[config.mk]
export PLATFORM = sky130hd
export DESIGN_NAME = offset_readout
export DESIGN_NICKNAME = d
export VERILOG_FILES = /design/src/rtl/offset_readout_pkg.sv /design/src/rtl/offset_readout_ctrl.sv /design/src/rtl/offset_readout_dp.sv /design/src/rtl/offset_readout.sv
export SDC_FILE = /design/constraint.sdc
export NUM_CORES = 1
export LEC_CHECK = 0
export BUFFER_PORTS_ARGS = -buffer_cell sky130_fd_sc_hd__buf_2
export CAP_MARGIN = 20
export CORE_MARGIN = 2
export CORE_UTILIZATION = 50
export CTS_BUF_LIST = sky130_fd_sc_hd__clkbuf_8 sky130_fd_sc_hd__clkbuf_16
export CTS_CLUSTER_SIZE = 10
export DETAILED_ROUTE_END_ITERATION = 16
export PLACE_DENSITY = 0.78
export SLEW_MARGIN = 20
export SYNTH_ARGS = -nofsm -noshare
export SYNTH_HDL_FRONTEND = slang
export SYNTH_SLANG_ARGS = --single-unit
[constraint.sdc]
create_clock -name clk -period 3.4 [get_ports clk]
set_input_delay 0.34 -clock clk [delete_from_list [all_inputs] [get_ports clk]]
set_output_delay 0.34 -clock clk [all_outputs]
set_load 0.01 [all_outputs]
[src/rtl/offset_readout_pkg.sv]
package offset_readout_pkg;

  typedef enum logic [1:0] {
    CAL_IDLE = 2'd0,
    CAL_TUNE = 2'd1,
    CAL_DONE = 2'd2
  } calState_t;

  typedef struct packed {
    logic calMode;     // show raw count, ignore straps
    logic storeOfs;    // single-cycle: capture last raw count as offset
    logic showConfirm; // drive fixed confirmation pattern
    logic blankHi;     // blank the left digit (blink off phase)
    logic digitSel;    // 1 = left digit, 0 = right digit
  } ctlStrobe_t;

  function automatic logic [6:0] segOf(input logic [3:0] d);
    logic [6:0] s;
    case (d)
      4'd0: s = 7'h3F;
      4'd1: s = 7'h06;
      4'd2: s = 7'h5B;
      4'd3: s = 7'h4F;
      4'd4: s = 7'h66;
      4'd5: s = 7'h6D;
      4'd6: s = 7'h7D;
      4'd7: s = 7'h07;
      4'd8: s = 7'h7F;
      4'd9: s = 7'h6F;
      default: s = 7'h00;
    endcase
    return s;
  endfunction

endpackage

[src/rtl/offset_readout_ctrl.sv]
module offset_readout_ctrl
  import offset_readout_pkg::*;
#(
  parameter int DEBOUNCE_CYC   = 1000000,
  parameter int BLINK_HALF_CYC = 12500000,
  parameter int MUX_CYC        = 50000
) (
  input  logic       clk,
  input  logic       rst,
  input  logic       button,
  output ctlStrobe_t ctl
);

  localparam int DB_W  = $clog2(DEBOUNCE_CYC + 1);
  localparam int BL_W  = $clog2(BLINK_HALF_CYC + 1);
  localparam int MX_W  = $clog2(MUX_CYC + 1);

  // button synchroniser and debounce
  logic          btnMeta, btnSync;
  logic          btnStable;
  logic [DB_W-1:0] dbCnt;
  logic          pressPulse;

  always_ff @(posedge clk) begin
    if (rst) begin
      btnMeta    <= 1'b0;
      btnSync    <= 1'b0;
      btnStable  <= 1'b0;
      dbCnt      <= '0;
      pressPulse <= 1'b0;
    end else begin
      btnMeta    <= button;
      btnSync    <= btnMeta;
      pressPulse <= 1'b0;
      if (btnSync == btnStable) begin
        dbCnt <= '0;
      end else if (dbCnt == DB_W'(DEBOUNCE_CYC - 1)) begin
        dbCnt      <= '0;
        btnStable  <= btnSync;
        pressPulse <= btnSync;
      end else begin
        dbCnt <= dbCnt + 1'b1;
      end
    end
  end

  // calibration sequencer
  calState_t calState;
  logic      storeReq;

  always_ff @(posedge clk) begin
    if (rst) begin
      calState <= CAL_IDLE;
      storeReq <= 1'b0;
    end else begin
      storeReq <= 1'b0;
      if (pressPulse) begin
        case (calState)
          CAL_IDLE: calState <= CAL_TUNE;
          CAL_TUNE: begin
            calState <= CAL_DONE;
            storeReq <= 1'b1;
          end
          default:  calState <= CAL_IDLE;
        endcase
      end
    end
  end

  // blink timer, restarted visible on entry to tuning
  logic [BL_W-1:0] blinkCnt;
  logic            blinkOff;

  always_ff @(posedge clk) begin
    if (rst || calState != CAL_TUNE) begin
      blinkCnt <= '0;
      blinkOff <= 1'b0;
    end else if (blinkCnt == BL_W'(BLINK_HALF_CYC - 1)) begin
      blinkCnt <= '0;
      blinkOff <= ~blinkOff;
    end else begin
      blinkCnt <= blinkCnt + 1'b1;
    end
  end

  // digit multiplex timer
  logic [MX_W-1:0] muxCnt;
  logic            digitSel;

  always_ff @(posedge clk) begin
    if (rst) begin
      muxCnt   <= '0;
      digitSel <= 1'b1;
    end else if (muxCnt == MX_W'(MUX_CYC - 1)) begin
      muxCnt   <= '0;
      digitSel <= ~digitSel;
    end else begin
      muxCnt <= muxCnt + 1'b1;
    end
  end

  always_comb begin
    ctl.calMode     = (calState == CAL_TUNE);
    ctl.storeOfs    = storeReq;
    ctl.showConfirm = (calState == CAL_DONE);
    ctl.blankHi     = (calState == CAL_TUNE) && blinkOff;
    ctl.digitSel    = digitSel;
  end

  // a press acts on one cycle only
  assert_press_single_R9: assert property (@(posedge clk) disable iff (rst)
    pressPulse |=> !pressPulse);

  // press while idle enters tuning
  assert_enter_cal_R6: assert property (@(posedge clk) disable iff (rst)
    (calState == CAL_IDLE && pressPulse) |=> calState == CAL_TUNE);

  // a store request is raised only on leaving tuning
  assert_store_from_tune_R7: assert property (@(posedge clk) disable iff (rst)
    storeReq |-> (calState == CAL_DONE && $past(calState) == CAL_TUNE));

  // the digit select changes only at the end of a multiplex period
  assert_mux_hold_R5: assert property (@(posedge clk) disable iff (rst)
    (muxCnt != '0) |-> $stable(digitSel));

endmodule

[src/rtl/offset_readout_dp.sv]
module offset_readout_dp
  import offset_readout_pkg::*;
#(
  parameter int COUNT_W = 32
) (
  input  logic               clk,
  input  logic               rst,
  input  logic [COUNT_W-1:0] count,
  input  logic               countValid,
  input  logic               strapA,
  input  logic               strapB,
  input  ctlStrobe_t         ctl,
  output logic [7:0]         segs,
  output logic [1:0]         digitEn,
  output logic               ofsWrEn,
  output logic [COUNT_W-1:0] ofsWrData
);

  localparam int NDIG  = 4;            // units..thousands; higher never feed lower
  localparam int BCD_W = 4 * NDIG;
  localparam int CNT_W = $clog2(COUNT_W + 1);

  logic [COUNT_W-1:0] ofsReg;
  logic [COUNT_W-1:0] lastRaw;
  logic [COUNT_W-1:0] shiftReg;
  logic [BCD_W-1:0]   bcd;
  logic [BCD_W-1:0]   bcdAdj;
  logic [BCD_W-1:0]   bcdNext;
  logic [CNT_W-1:0]   bitCnt;
  logic               busy;
  logic [3:0]         dispHi, dispLo;
  logic [COUNT_W-1:0] shownValue;

  // heterodyne arrangement
  always_comb begin
    if (ctl.calMode) begin
      shownValue = count;
    end else begin
      case ({strapA, strapB})
        2'b11:   shownValue = count;
        2'b10:   shownValue = count + ofsReg;
        2'b01:   shownValue = count - ofsReg;
        default: shownValue = ofsReg - count;
      endcase
    end
  end

  // add-3 stage of shift-and-add-3 conversion, one per decimal digit
  for (genvar g = 0; g < NDIG; g++) begin : gAdj
    always_comb begin
      if (bcd[4*g +: 4] >= 4'd5) bcdAdj[4*g +: 4] = bcd[4*g +: 4] + 4'd3;
      else                       bcdAdj[4*g +: 4] = bcd[4*g +: 4];
    end
  end

  assign bcdNext = {bcdAdj[BCD_W-2:0], shiftReg[COUNT_W-1]};

  always_ff @(posedge clk) begin
    if (rst) begin
      shiftReg <= '0;
      bcd      <= '0;
      bitCnt   <= '0;
      busy     <= 1'b0;
      lastRaw  <= '0;
      dispHi   <= '0;
      dispLo   <= '0;
    end else if (busy) begin
      shiftReg <= shiftReg << 1;
      bcd      <= bcdNext;
      bitCnt   <= bitCnt + 1'b1;
      if (bitCnt == CNT_W'(COUNT_W - 1)) begin
        busy   <= 1'b0;
        dispHi <= bcdNext[15:12];
        dispLo <= bcdNext[11:8];
      end
    end else if (countValid) begin
      shiftReg <= shownValue;
      bcd      <= '0;
      bitCnt   <= '0;
      busy     <= 1'b1;
      lastRaw  <= count;
    end
  end

  // offset storage (models the nonvolatile cell) and its write port
  always_ff @(posedge clk) begin
    if (rst) begin
      ofsReg    <= '0;
      ofsWrEn   <= 1'b0;
      ofsWrData <= '0;
    end else begin
      ofsWrEn <= ctl.storeOfs;
      if (ctl.storeOfs) begin
        ofsReg    <= lastRaw;
        ofsWrData <= lastRaw;
      end
    end
  end

  // segment and digit drive
  logic [3:0] hiDigit, loDigit;

  always_comb begin
    if (ctl.showConfirm) begin
      hiDigit = 4'd7;
      loDigit = 4'd3;
    end else begin
      hiDigit = dispHi;
      loDigit = dispLo;
    end
    if (ctl.digitSel) begin
      segs = ctl.blankHi ? 8'h00 : {1'b1, segOf(hiDigit)};
    end else begin
      segs = {1'b0, segOf(loDigit)};
    end
    digitEn = {ctl.digitSel, ~ctl.digitSel};
  end

  // write strobe is a single cycle
  assert_wr_pulse_R7: assert property (@(posedge clk) disable iff (rst)
    ofsWrEn |=> !ofsWrEn);

  // stored offset matches what the write port presents
  assert_wr_match_R7: assert property (@(posedge clk) disable iff (rst)
    ofsWrEn |-> ofsReg == ofsWrData);

  // blanking only happens while tuning
  assert_blank_in_cal_R6: assert property (@(posedge clk) disable iff (rst)
    ctl.blankHi |-> ctl.calMode);

  // conversion step counter never runs past the word width
  assert_conv_bound_R11: assert property (@(posedge clk) disable iff (rst)
    busy |-> bitCnt < CNT_W'(COUNT_W));

  // offset stays zero until the first write
  assert_ofs_hold_R10: assert property (@(posedge clk) disable iff (rst)
    !ofsWrEn |-> $stable(ofsReg));

endmodule

[src/rtl/offset_readout.sv]
module offset_readout
  import offset_readout_pkg::*;
#(
  parameter int COUNT_W        = 32,
  parameter int CLK_HZ         = 50000000,
  parameter int DEBOUNCE_CYC   = CLK_HZ / 50,
  parameter int BLINK_HALF_CYC = CLK_HZ / 4,
  parameter int MUX_CYC        = CLK_HZ / 1000
) (
  input  logic               clk,
  input  logic               rst,
  input  logic [COUNT_W-1:0] count,
  input  logic               countValid,
  input  logic               button,
  input  logic               strapA,
  input  logic               strapB,
  output logic [7:0]         segs,
  output logic [1:0]         digitEn,
  output logic               ofsWrEn,
  output logic [COUNT_W-1:0] ofsWrData
);

  ctlStrobe_t ctl;

  offset_readout_ctrl #(
    .DEBOUNCE_CYC  (DEBOUNCE_CYC),
    .BLINK_HALF_CYC(BLINK_HALF_CYC),
    .MUX_CYC       (MUX_CYC)
  ) u_ctrl (
    .clk   (clk),
    .rst   (rst),
    .button(button),
    .ctl   (ctl)
  );

  offset_readout_dp #(
    .COUNT_W(COUNT_W)
  ) u_dp (
    .clk       (clk),
    .rst       (rst),
    .count     (count),
    .countValid(countValid),
    .strapA    (strapA),
    .strapB    (strapB),
    .ctl       (ctl),
    .segs      (segs),
    .digitEn   (digitEn),
    .ofsWrEn   (ofsWrEn),
    .ofsWrData (ofsWrData)
  );

endmodule

# After elaboration in Yosys (flattened, before gate mapping)
# Memories as Yosys holds them, arrays and structs flattened.
# Cells that the tools add are included.
[word_totals]
rom_bits = 224
n_memories = 2
register_bits = 197
latch_bits = 0
ram_bits = 0
wordCells = 89
[mem_list]
columns = ["memory", "words", "word_bits", "rd", "rd_ports_with_merged_regs", "wr", "line", "source"]
rows = [
  ["(no name shown)", 16, 7, 1, 0, 0, "offset_readout_pkg.sv:19", "case (d)"],
  ["(no name shown)", 16, 7, 1, 0, 0, "offset_readout_pkg.sv:19", ""],
]
[classes]
magnitude_cmp = 4
n_mux = 21
n_eq_ne = 11
n_shift = 0
n_addsub = 11
bitwise_logic = 6
n_reduce_logical = 13
multipliers = 0
n_div = 0
[ops]
columns = ["operator", "n"]
rows = [
  ["$mux W32", 3],
  ["$pmux W32 S3", 1],
  ["$sub A32 B32 Y32", 2],
  ["$add A32 B32 Y32", 1],
  ["$mux W16", 2],
  ["$add A24 B1 Y24 const B", 1],
  ["$eq A24 B24 Y1 const B", 1],
  ["$add A20 B1 Y20 const B", 1],
  ["$eq A20 B20 Y1 const B", 1],
  ["$mux W4", 5],
  ["$add A16 B1 Y16 const B", 1],
  ["$eq A16 B16 Y1 const B", 1],
  ["$ge A4 B3 Y1 const B", 4],
  ["$mux W8", 2],
  ["$add A4 B2 Y4 const B", 3],
  ["$mux W6", 2],
  ["$reduce_or A2 Y1", 4],
  ["$add A6 B1 Y6 const B", 1],
  ["$eq A2 B2 Y1 const B", 3],
  ["$eq A6 B5 Y1 const B", 1],
  ["$not A1 Y1", 6],
  ["$reduce_and A2 Y1", 3],
  ["$reduce_or A3 Y1", 2],
  ["$eq A2 B1 Y1 const B", 2],
  ["10 further kinds", 13],
]

# Logic depth before layout (Yosys ltp)
# Gate-level depths: netlist of run 1.
[depth]
ltp_word = 5
ltp_mapped = 17
mapped_depth_nobuf = 17

# Modules after synthesis
# Synthesis of run 1 repeated with hierarchy kept, for this count alone.
[hier_totals]
cells_unflattened = 1789
area_unflattened_um2 = 13678.1
[modules_own_cells]
columns = ["mod", "area_per_inst_um2", "n_inst", "cells_each"]
rows = [
  ["offset_readout_dp", 10595.2, 1, 1431],
  ["offset_readout_ctrl", 3083.0, 1, 358],
]

# Worst setup path before layout of run 1
# OpenSTA, ideal clock, no wires.
[synth_path]
path_kind = "reg-to-reg"
from = "register u_dp.ofsReg[8]"
to = "register u_dp.shiftReg[29]"
arrival_time_ns = 3.610
path_stages_with_launch = 17
path_slack_ns = -0.280
n_path_buf = 1
cell_sequence = "dfxtp_1 or4_4 nor4_4 nand3_2 nor4_2 nor2_1 xnor2_1 ha_1 clkbuf_1 a21o_1 a21oi_1 o211ai_1 a31oi_1 nor3_1 o22ai_1 mux2_1 a21oi_1"
[synth_via]
elab_chain_len = 5
word_cells_on_any_way = 7
[synth_rtl]
columns = ["item", "line", "source"]
rows = [
  ["start: declaration", "offset_readout_dp.sv:23", "logic [COUNT_W-1:0] ofsReg;"],
  ["start signal: assignment", "offset_readout_dp.sv:94", "ofsReg <= lastRaw;"],
  ["$sub A32 B32 Y32, or another cell as far along", "offset_readout_dp.sv:43", "default: shownValue = ofsReg - count;"],
  ["$pmux W32 S3 *", "offset_readout_dp.sv:39", "case ({strapA, strapB})"],
  ["$mux W32 *", "offset_readout_dp.sv:36", "if (ctl.calMode) begin"],
  ["$mux W32 *", "offset_readout_dp.sv:76", "end else if (countValid) begin"],
  ["$mux W32 *", "offset_readout_dp.sv:67", "end else if (busy) begin"],
  ["end signal: assignment", "offset_readout_dp.sv:68", "shiftReg <= shiftReg << 1;"],
  ["end signal: assignment", "offset_readout_dp.sv:77", "shiftReg <= shownValue;"],
  ["end: declaration", "offset_readout_dp.sv:25", "logic [COUNT_W-1:0] shiftReg;"],
]
# Mark *: on every way between the ends. The rest lies on a longest branch, timed or not. The select of a mux whose other input is x is not followed.
# A chain may end at the register's enable or synchronous reset.

# Worst setup path after layout of run 1
[layout_path]
from = "register u_dp.ofsReg[8]"
to = "register u_dp.shiftReg[22]"
# The elaborated chain is that of the path after synthesis.

==> impl_metrics.csv, run 1 <==
group,metric,value,unit
synth,ys_seq_elements,197,
place,placed_cells_incl_taps,2215,
route,ant_nets,0,
synth,synthFlopType,"dfxtp_1",
synth,synth_largest_area_cell,"dfxtp_1",
finish,nets,2057,
global_route,grt-ovfl-total,0,
critical_path,crit_slowest_cell,"or4_4",
sta,tightest_slew,967,ps
synth,yosys.cell_types.count,85,
cts,clock_sinks,197,
sta,clock.fmax,251,MHz
die,dieWidth,168,um
route,drt-initial-drc-count,1323,
sta,fin_ws,-580,ps
critical_path,crit_type,"flop to flop",
die,initial_core_util,51.2,%
cts,htreeDepth,4,
global_route,grt_pass1_vias,12555,
place,gp_congestion,0.980,
place,dpl.hpwl,28.2,mm
cts,numCtsBuffers,17,
critical_path,cp.arrival,4310,ps
synth,yosysTopAreaCellShare,29.5,%
cts,ctsHoldBuffers,0,
route,wl_per_cell,17.8,um
job,drv_cap,0,
die,fp-row-count,59,
die,dieArea,28100,um^2
finish,area_growth,22.6,%
critical_path,crit_chain,"or4_4 -> nor4_4 -> buf_4 -> nand2_2 -> nor2_2 -> a21oi_2 -> xnor2_1 -> ha_2 -> buf_6 -> nand2_1 -> o211ai_1 -> a21oi_1 -> o21ai_1 -> a41oi_2 -> o21a_2 -> xnor2_2 -> a221oi_2 -> o22ai_1",
finish,drive_gt1_share,21.2,%
finish,finalNonFillerCells,2276,
outcome,outcome,"finished with violations",
route,vias,13575,
route,drc,0,
power,p_leak,6.65,nW
finish,antenna_cells,0,
cts,cts_tree,"done",
sta,fin_crit,3980,ps
sta,rsz0062_at_grt,"yes",
critical_path,worstSetupEndpointType,"flop",
cts,clock_latency,460,ps
critical_path,cp.required,3730,ps
synth,synth-edff-count,0,
synth,synthTopCellsByArea,"dfxtp_1, ha_1, a21oi_1, nor2_1, xnor2_1",
place,io_buffers,80,
synth,synth_warnings,0,
route,viasPerCell,5.96,
sta,skew,17.3,ps
die,coreArea,26100,um^2
synth,yosysMostFrequentCell,"nor2_1",
synth,netlist_top_cells_count,"nor2_1, dfxtp_1, a21oi_1",
global_route,antenna_found_initial,0,
power,max-vdd-ir-drop,0.248,mV
power,p_per_area,340,nW/um^2
synth,async_reset_ff_share,0,%
global_route,track_usage,27.0,%
critical_path,slowest_delay,550,ps
sta,fin_crit_sh,117,%
sta,finalHoldViolCount,0,
sta,slew_headroom,35.3,%
finish,final_util,62.8,%
route,routed_wl,40.6,mm
cts,clk_pin_slew,90,ps
sta,final_max_slew_viol_count,0,
critical_path,start_kind,"flop",
synth,synth_area_per_cell,7.67,um^2
synth,syn_area,13400,um^2
sta,setup_viol,17,
synth,syn_nets,1873,
synth,syn_inst,1744,
die,ios,81,
cts,clk_path_buf_depth,2,
cts,clock-root-buffer,"clkbuf_16",
critical_path,cp_max_fo,5,
die,fp.dieH,168,um
finish,num-fill-cells,2197,
global_route,grt_max_degree,62,
synth,synth_seq_area_share,29.5,%
critical_path,worst-r2r-setup-slack,-580,ps
global_route,grt_pass1_wl,62.7,mm
route,drtPass1Iterations,7,
outcome,failed_checks,"negative setup slack",
hold_path,hp-class,"primary input to flop",
[critical path, delay by kind of cell, from the launching register on]
| kind | cells | cell delay [ps] |
|---|---|---|
| buffers and inverters | 2 | 320 |
| AND/OR/NAND/NOR | 5 | 1170 |
| AO/OA/AOI/OAI | 8 | 1400 |
| XOR/XNOR | 2 | 300 |
| flip-flops | 1 | 330 |
| adder cells (fa/ha/maj) | 1 | 340 |
[what timing repair did]
item | 4_1_cts | 5_1_grt
gates resized for setup | 52 | 78
setup endpoints to repair | 18 | 21
buffers inserted | 14 | 17
pin swaps | 44 | 76
[flip-flops by register name (all words and copies together), names as in the netlist, 2 cells and up]
name and count:
u_dp.ofsReg 32, u_dp.shiftReg 32, u_dp.dispHi 4, u_dp.bitCnt 6
u_ctrl.calState 2, u_ctrl.dbCnt 20, u_dp.lastRaw 32, u_ctrl.muxCnt 16
u_ctrl.blinkCnt 24, u_dp.dispLo 4, u_dp.bcd 16
[stage by stage]
step | hold WS [ps] | total power [mW] | area [um^2] | TNS [ps] | worst slack, ps
3_5_place_dp | 430 | 3.23 | 15000 | -2830 | -243
2_1_floorplan | 414 | 2.94 | 13400 | -230 | -149
5_1_grt | 122 | 5.75 | 16400 | -9790 | -736
6_report | 111 | 5.58 | 16400 | -6820 | -580
3_3_place_gp | 425 | 3.21 | 15000 | -1480 | -161
4_1_cts | 116 | 5.49 | 15900 | -1850 | -259
[area by class of cell]
class | instances | area [um^2] | share of cell area [%]
timing repair buffer | 249 | 1730 | 10.5
sequential | 197 | 3950 | 24.1
multi-input combinational | 1371 | 9300 | 56.7
inverter | 92 | 345 | 2.11
tap | 335 | 419 | 2.56
clock inverter | 15 | 233 | 1.42
clock buffer | 17 | 425 | 2.59
[placed cells by master (no fill, tap or decap), drive strengths merged, types with 5 or more instances in the layout]
cell type,instances
clkbuf,17
o21a,16
nor2,213
a221oi,11
o21bai,7
or3,18
a22oi,6
o31ai,8
a31oi,24
o211ai,12
buf,249
and3,32
nand3b,5
dfxtp,197
a21o,26
a211oi,24
o31a,7
or2,7
xor2,48
a21oi,189
nor2b,12
nand4,15
nand2,157
o22ai,15
nand2b,29
nand3,49
nor4,11
a2bb2oi,6
xnor2,81
ha,89
a311oi,6
nor4b,5
mux2i,45
o21ai,86
inv,103
nor3,56
a211o,6
[routing by layer]
metal / GRT usage, % / share of wire [%]
met5: 0 / 0
met3: 3.57 / 7.5
met1: 36.8 / 43
met2: 45.0 / 47
met4: 7.60 / 3.1
[path summary, 6_finish.rpt]
| kind | start | end | cells past startpoint |
|---|---|---|---|
| hold reg to reg | u_ctrl.btnMeta$_SDFF_PP0_ | u_ctrl.btnSync$_SDFF_PP0_ | 1 |
| setup / recovery | u_dp.ofsReg[8]$_SDFFE_PP0P_ | u_dp.shiftReg[22]$_SDFFE_PP0P_ | 18 |
| setup reg to reg | u_dp.ofsReg[8]$_SDFFE_PP0P_ | u_dp.shiftReg[22]$_SDFFE_PP0P_ | 18 |
| hold / removal | button | u_ctrl.btnMeta$_SDFF_PP0_ | 2 |
[power breakdown]
group,switching [mW],internal [mW]
sequential,0.0407,2.37
clock,1.19,1.06
combinational,0.548,0.371
total,1.78,3.80
[cell families (layout without fill, tap and decap cells)]
logic type / count (synthesis) / count (layout) / share of synthesized area, %
flops: 197 / 197 / 29.5
xor+xnor: 129 / 129 / 8.50
mux: 48 / 48 / 3.62
simple gates: 625 / 625 / 22.1
buf+inv: 176 / 373 / 5.06
compound gates: 478 / 478 / 22.7
fa+ha+maj: 91 / 91 / 8.62
No activity file was read; power rests on OpenSTA's default activity.
==> run 2, diff against run 1 <==
--- a/config.mk
+++ b/config.mk
@@ -12,7 +12,7 @@
 export CTS_BUF_LIST = sky130_fd_sc_hd__clkbuf_8 sky130_fd_sc_hd__clkbuf_16
 export CTS_CLUSTER_SIZE = 10
 export DETAILED_ROUTE_END_ITERATION = 16
-export PLACE_DENSITY = 0.78
+export PLACE_DENSITY = 0.8
 export SLEW_MARGIN = 20
 export SYNTH_ARGS = -nofsm -noshare
 export SYNTH_HDL_FRONTEND = slang
==> impl_metrics.csv, run 2 (same netlist as run 1, synthesis figures left out) <==
group,metric,value,unit
route,drt-initial-drc-count,1214,
die,fp-row-count,59,
finish,num-fill-cells,2180,
sta,slew_headroom,33.4,%
hold_path,hp-class,"primary input to flop",
finish,mostFrequentLayoutCells,"nor2_1, dfxtp_1, a21oi_1",
finish,drive_gt1_share,20.2,%
route,ant_nets,0,
global_route,grt_pass1_vias,12905,
sta,fin_ws,-482,ps
power,p_leak,6.53,nW
critical_path,path_buf_inv,1,
route,vias,13693,
die,dieWidth,168,um
place,dpl.hpwl,27.9,mm
critical_path,cp.required,3780,ps
sta,skew,13.3,ps
cts,cts_tree,"done",
hold_path,min_to,"u_ctrl.btnMeta$_SDFF_PP0_",
critical_path,crit_chain,"or4_4 -> nor4_4 -> buf_4 -> nand2_4 -> nor3_2 -> nand2_1 -> o21bai_1 -> xor2_1 -> ha_1 -> o21ai_2 -> nand2b_1 -> a21oi_2 -> o211ai_1 -> a31oi_2 -> nor3_1 -> o22ai_1 -> mux2_1 -> a21oi_1",
global_route,antenna_found_initial,1,
critical_path,start_kind,"flop",
finish,nets,2046,
place,io_buffers,80,
cts,clock-root-buffer,"clkbuf_16",
route,drc,0,
critical_path,reg2reg_from,"u_dp.ofsReg[9]$_SDFFE_PP0P_",
place,placed_cells_incl_taps,2214,
critical_path,rr_endpoint,"u_dp.shiftReg[29]$_SDFFE_PP0P_",
critical_path,slowest_delay,540,ps
cts,clk_path_buf_depth,2,
die,fp.dieH,168,um
outcome,failed_checks,"negative setup slack",
place,dp_slack,-306,ps
die,initial_core_util,51.2,%
route,viasPerCell,6.04,
critical_path,worst-r2r-setup-slack,-480,ps
die,ios,81,
sta,timing.setup.tns,-5230,ps
critical_path,crit_type,"flop to flop",
global_route,grt-ovfl-total,0,
cts,clk_pin_slew,80,ps
critical_path,cp_max_fo,4,
place,gp_congestion,0.976,
die,dieArea,28100,um^2
critical_path,crit_slowest_cell,"or4_4",
hold_path,hold-path-cell-count,2,
die,coreArea,26100,um^2
sta,clock.fmax,258,MHz
critical_path,cp.arrival,4260,ps
finish,reg.largest.list,"u_dp.lastRaw x32, u_dp.ofsReg x32, u_dp.shiftReg x32",
sta,setup_viol,17,
cts,numCtsBuffers,17,
sta,finalHoldViolCount,0,
outcome,outcome,"finished with violations",
route,routed_wl,40.1,mm
sta,fin_crit_sh,114,%
power,max-vdd-ir-drop,0.351,mV
route,drtPass1Iterations,7,
critical_path,crit_cells,18,
cts,clock_sinks,197,
cts,htreeDepth,4,
critical_path,reg2reg_depth,18,
sta,tightest_slew,995,ps
global_route,grt_pass1_wl,63.2,mm
route,wl_per_cell,17.7,um
finish,finalNonFillerCells,2266,
global_route,grt_max_degree,57,
critical_path,worstSetupEndpointType,"flop",
finish,final_common_cell,"nor2_1",
job,drv_cap,0,
sta,fin_crit,3880,ps
global_route,track_usage,27.3,%
power,p_per_area,332,nW/um^2
finish,area_growth,21.3,%
hold_path,hp-start,"button",
cts,ctsHoldBuffers,0,
sta,rsz0062_at_grt,"yes",
power,finalPower,5.39,mW
cts,clock_latency,450,ps
sta,final_max_slew_viol_count,0,
critical_path,crit_family,"simple AND/OR/NAND/NOR gates",
run 2: cell types whose count changed in the layout (fill, tap and decap cells not counted), moves of 3 or more:
cell / delta
buf_4: -5
inv_12: -4
buf_6: -6
inv_16: -3
run 2: per-layer routing:
metal / vias up / GRT usage, % / routed length (um)
met4: 0 / 11.3 / 1370
met3: 122 / 4.73 / 3260
met5: - / 0 / 0
met1: 6411 / 35.5 / 17100
met2: 637 / 44.8 / 18500
li1: 6523 / - / -
run 2: area by class of cell:
type,instances,area (um^2),area share [%]
clock buffer,19,453,2.79
tap,335,419,2.58
sequential,197,3950,24.3
timing repair buffer,238,1620,10.0
antenna,1,2.50,0.0154
inverter,92,348,2.14
clock inverter,13,153,0.940
multi-input combinational,1371,9280,57.2
run 2: how the worst max path moves through the flow:
stage                                     start                             end  slack [ps]
finish              u_dp.ofsReg[9]$_SDFFE_PP0P_  u_dp.shiftReg[29]$_SDFFE_PP0P_        -480
global placement    u_dp.ofsReg[8]$_SDFFE_PP0P_  u_dp.shiftReg[29]$_SDFFE_PP0P_        -170
CTS                 u_dp.ofsReg[8]$_SDFFE_PP0P_  u_dp.shiftReg[29]$_SDFFE_PP0P_        -360
detailed placement  u_dp.ofsReg[8]$_SDFFE_PP0P_  u_dp.shiftReg[29]$_SDFFE_PP0P_        -310
global route        u_dp.ofsReg[9]$_SDFFE_PP0P_  u_dp.shiftReg[29]$_SDFFE_PP0P_        -590
floorplan           u_dp.ofsReg[8]$_SDFFE_PP0P_  u_dp.shiftReg[29]$_SDFFE_PP0P_        -150
run 2: metrics by stage:
step                      hold WS (ps)  utilization (%)  area (um^2)
after floorplan                    414                -        13400
after global placement             435             57.2        15000
after CTS                          123             60.4        15800
after global routing               152             62.1        16200
final                              118             62.1        16200
after detailed placement           434             57.2        15000
run 2: power breakdown:
part | leakage, nW | internal (mW) | switching [mW]
Sequential | 1.60 | 2.37 | 0.0432
Combinational | 4.63 | 0.352 | 0.536
Clock | 0.293 | 1.03 | 1.06
Total | 6.53 | 3.75 | 1.64
run 2: repair_timing:
action,CTS,global route
endpoints found under the hold margin,0,0
setup buffers,8,13
pin swaps,25,82
resized for setup,41,78
endpoints found under the setup margin,18,25
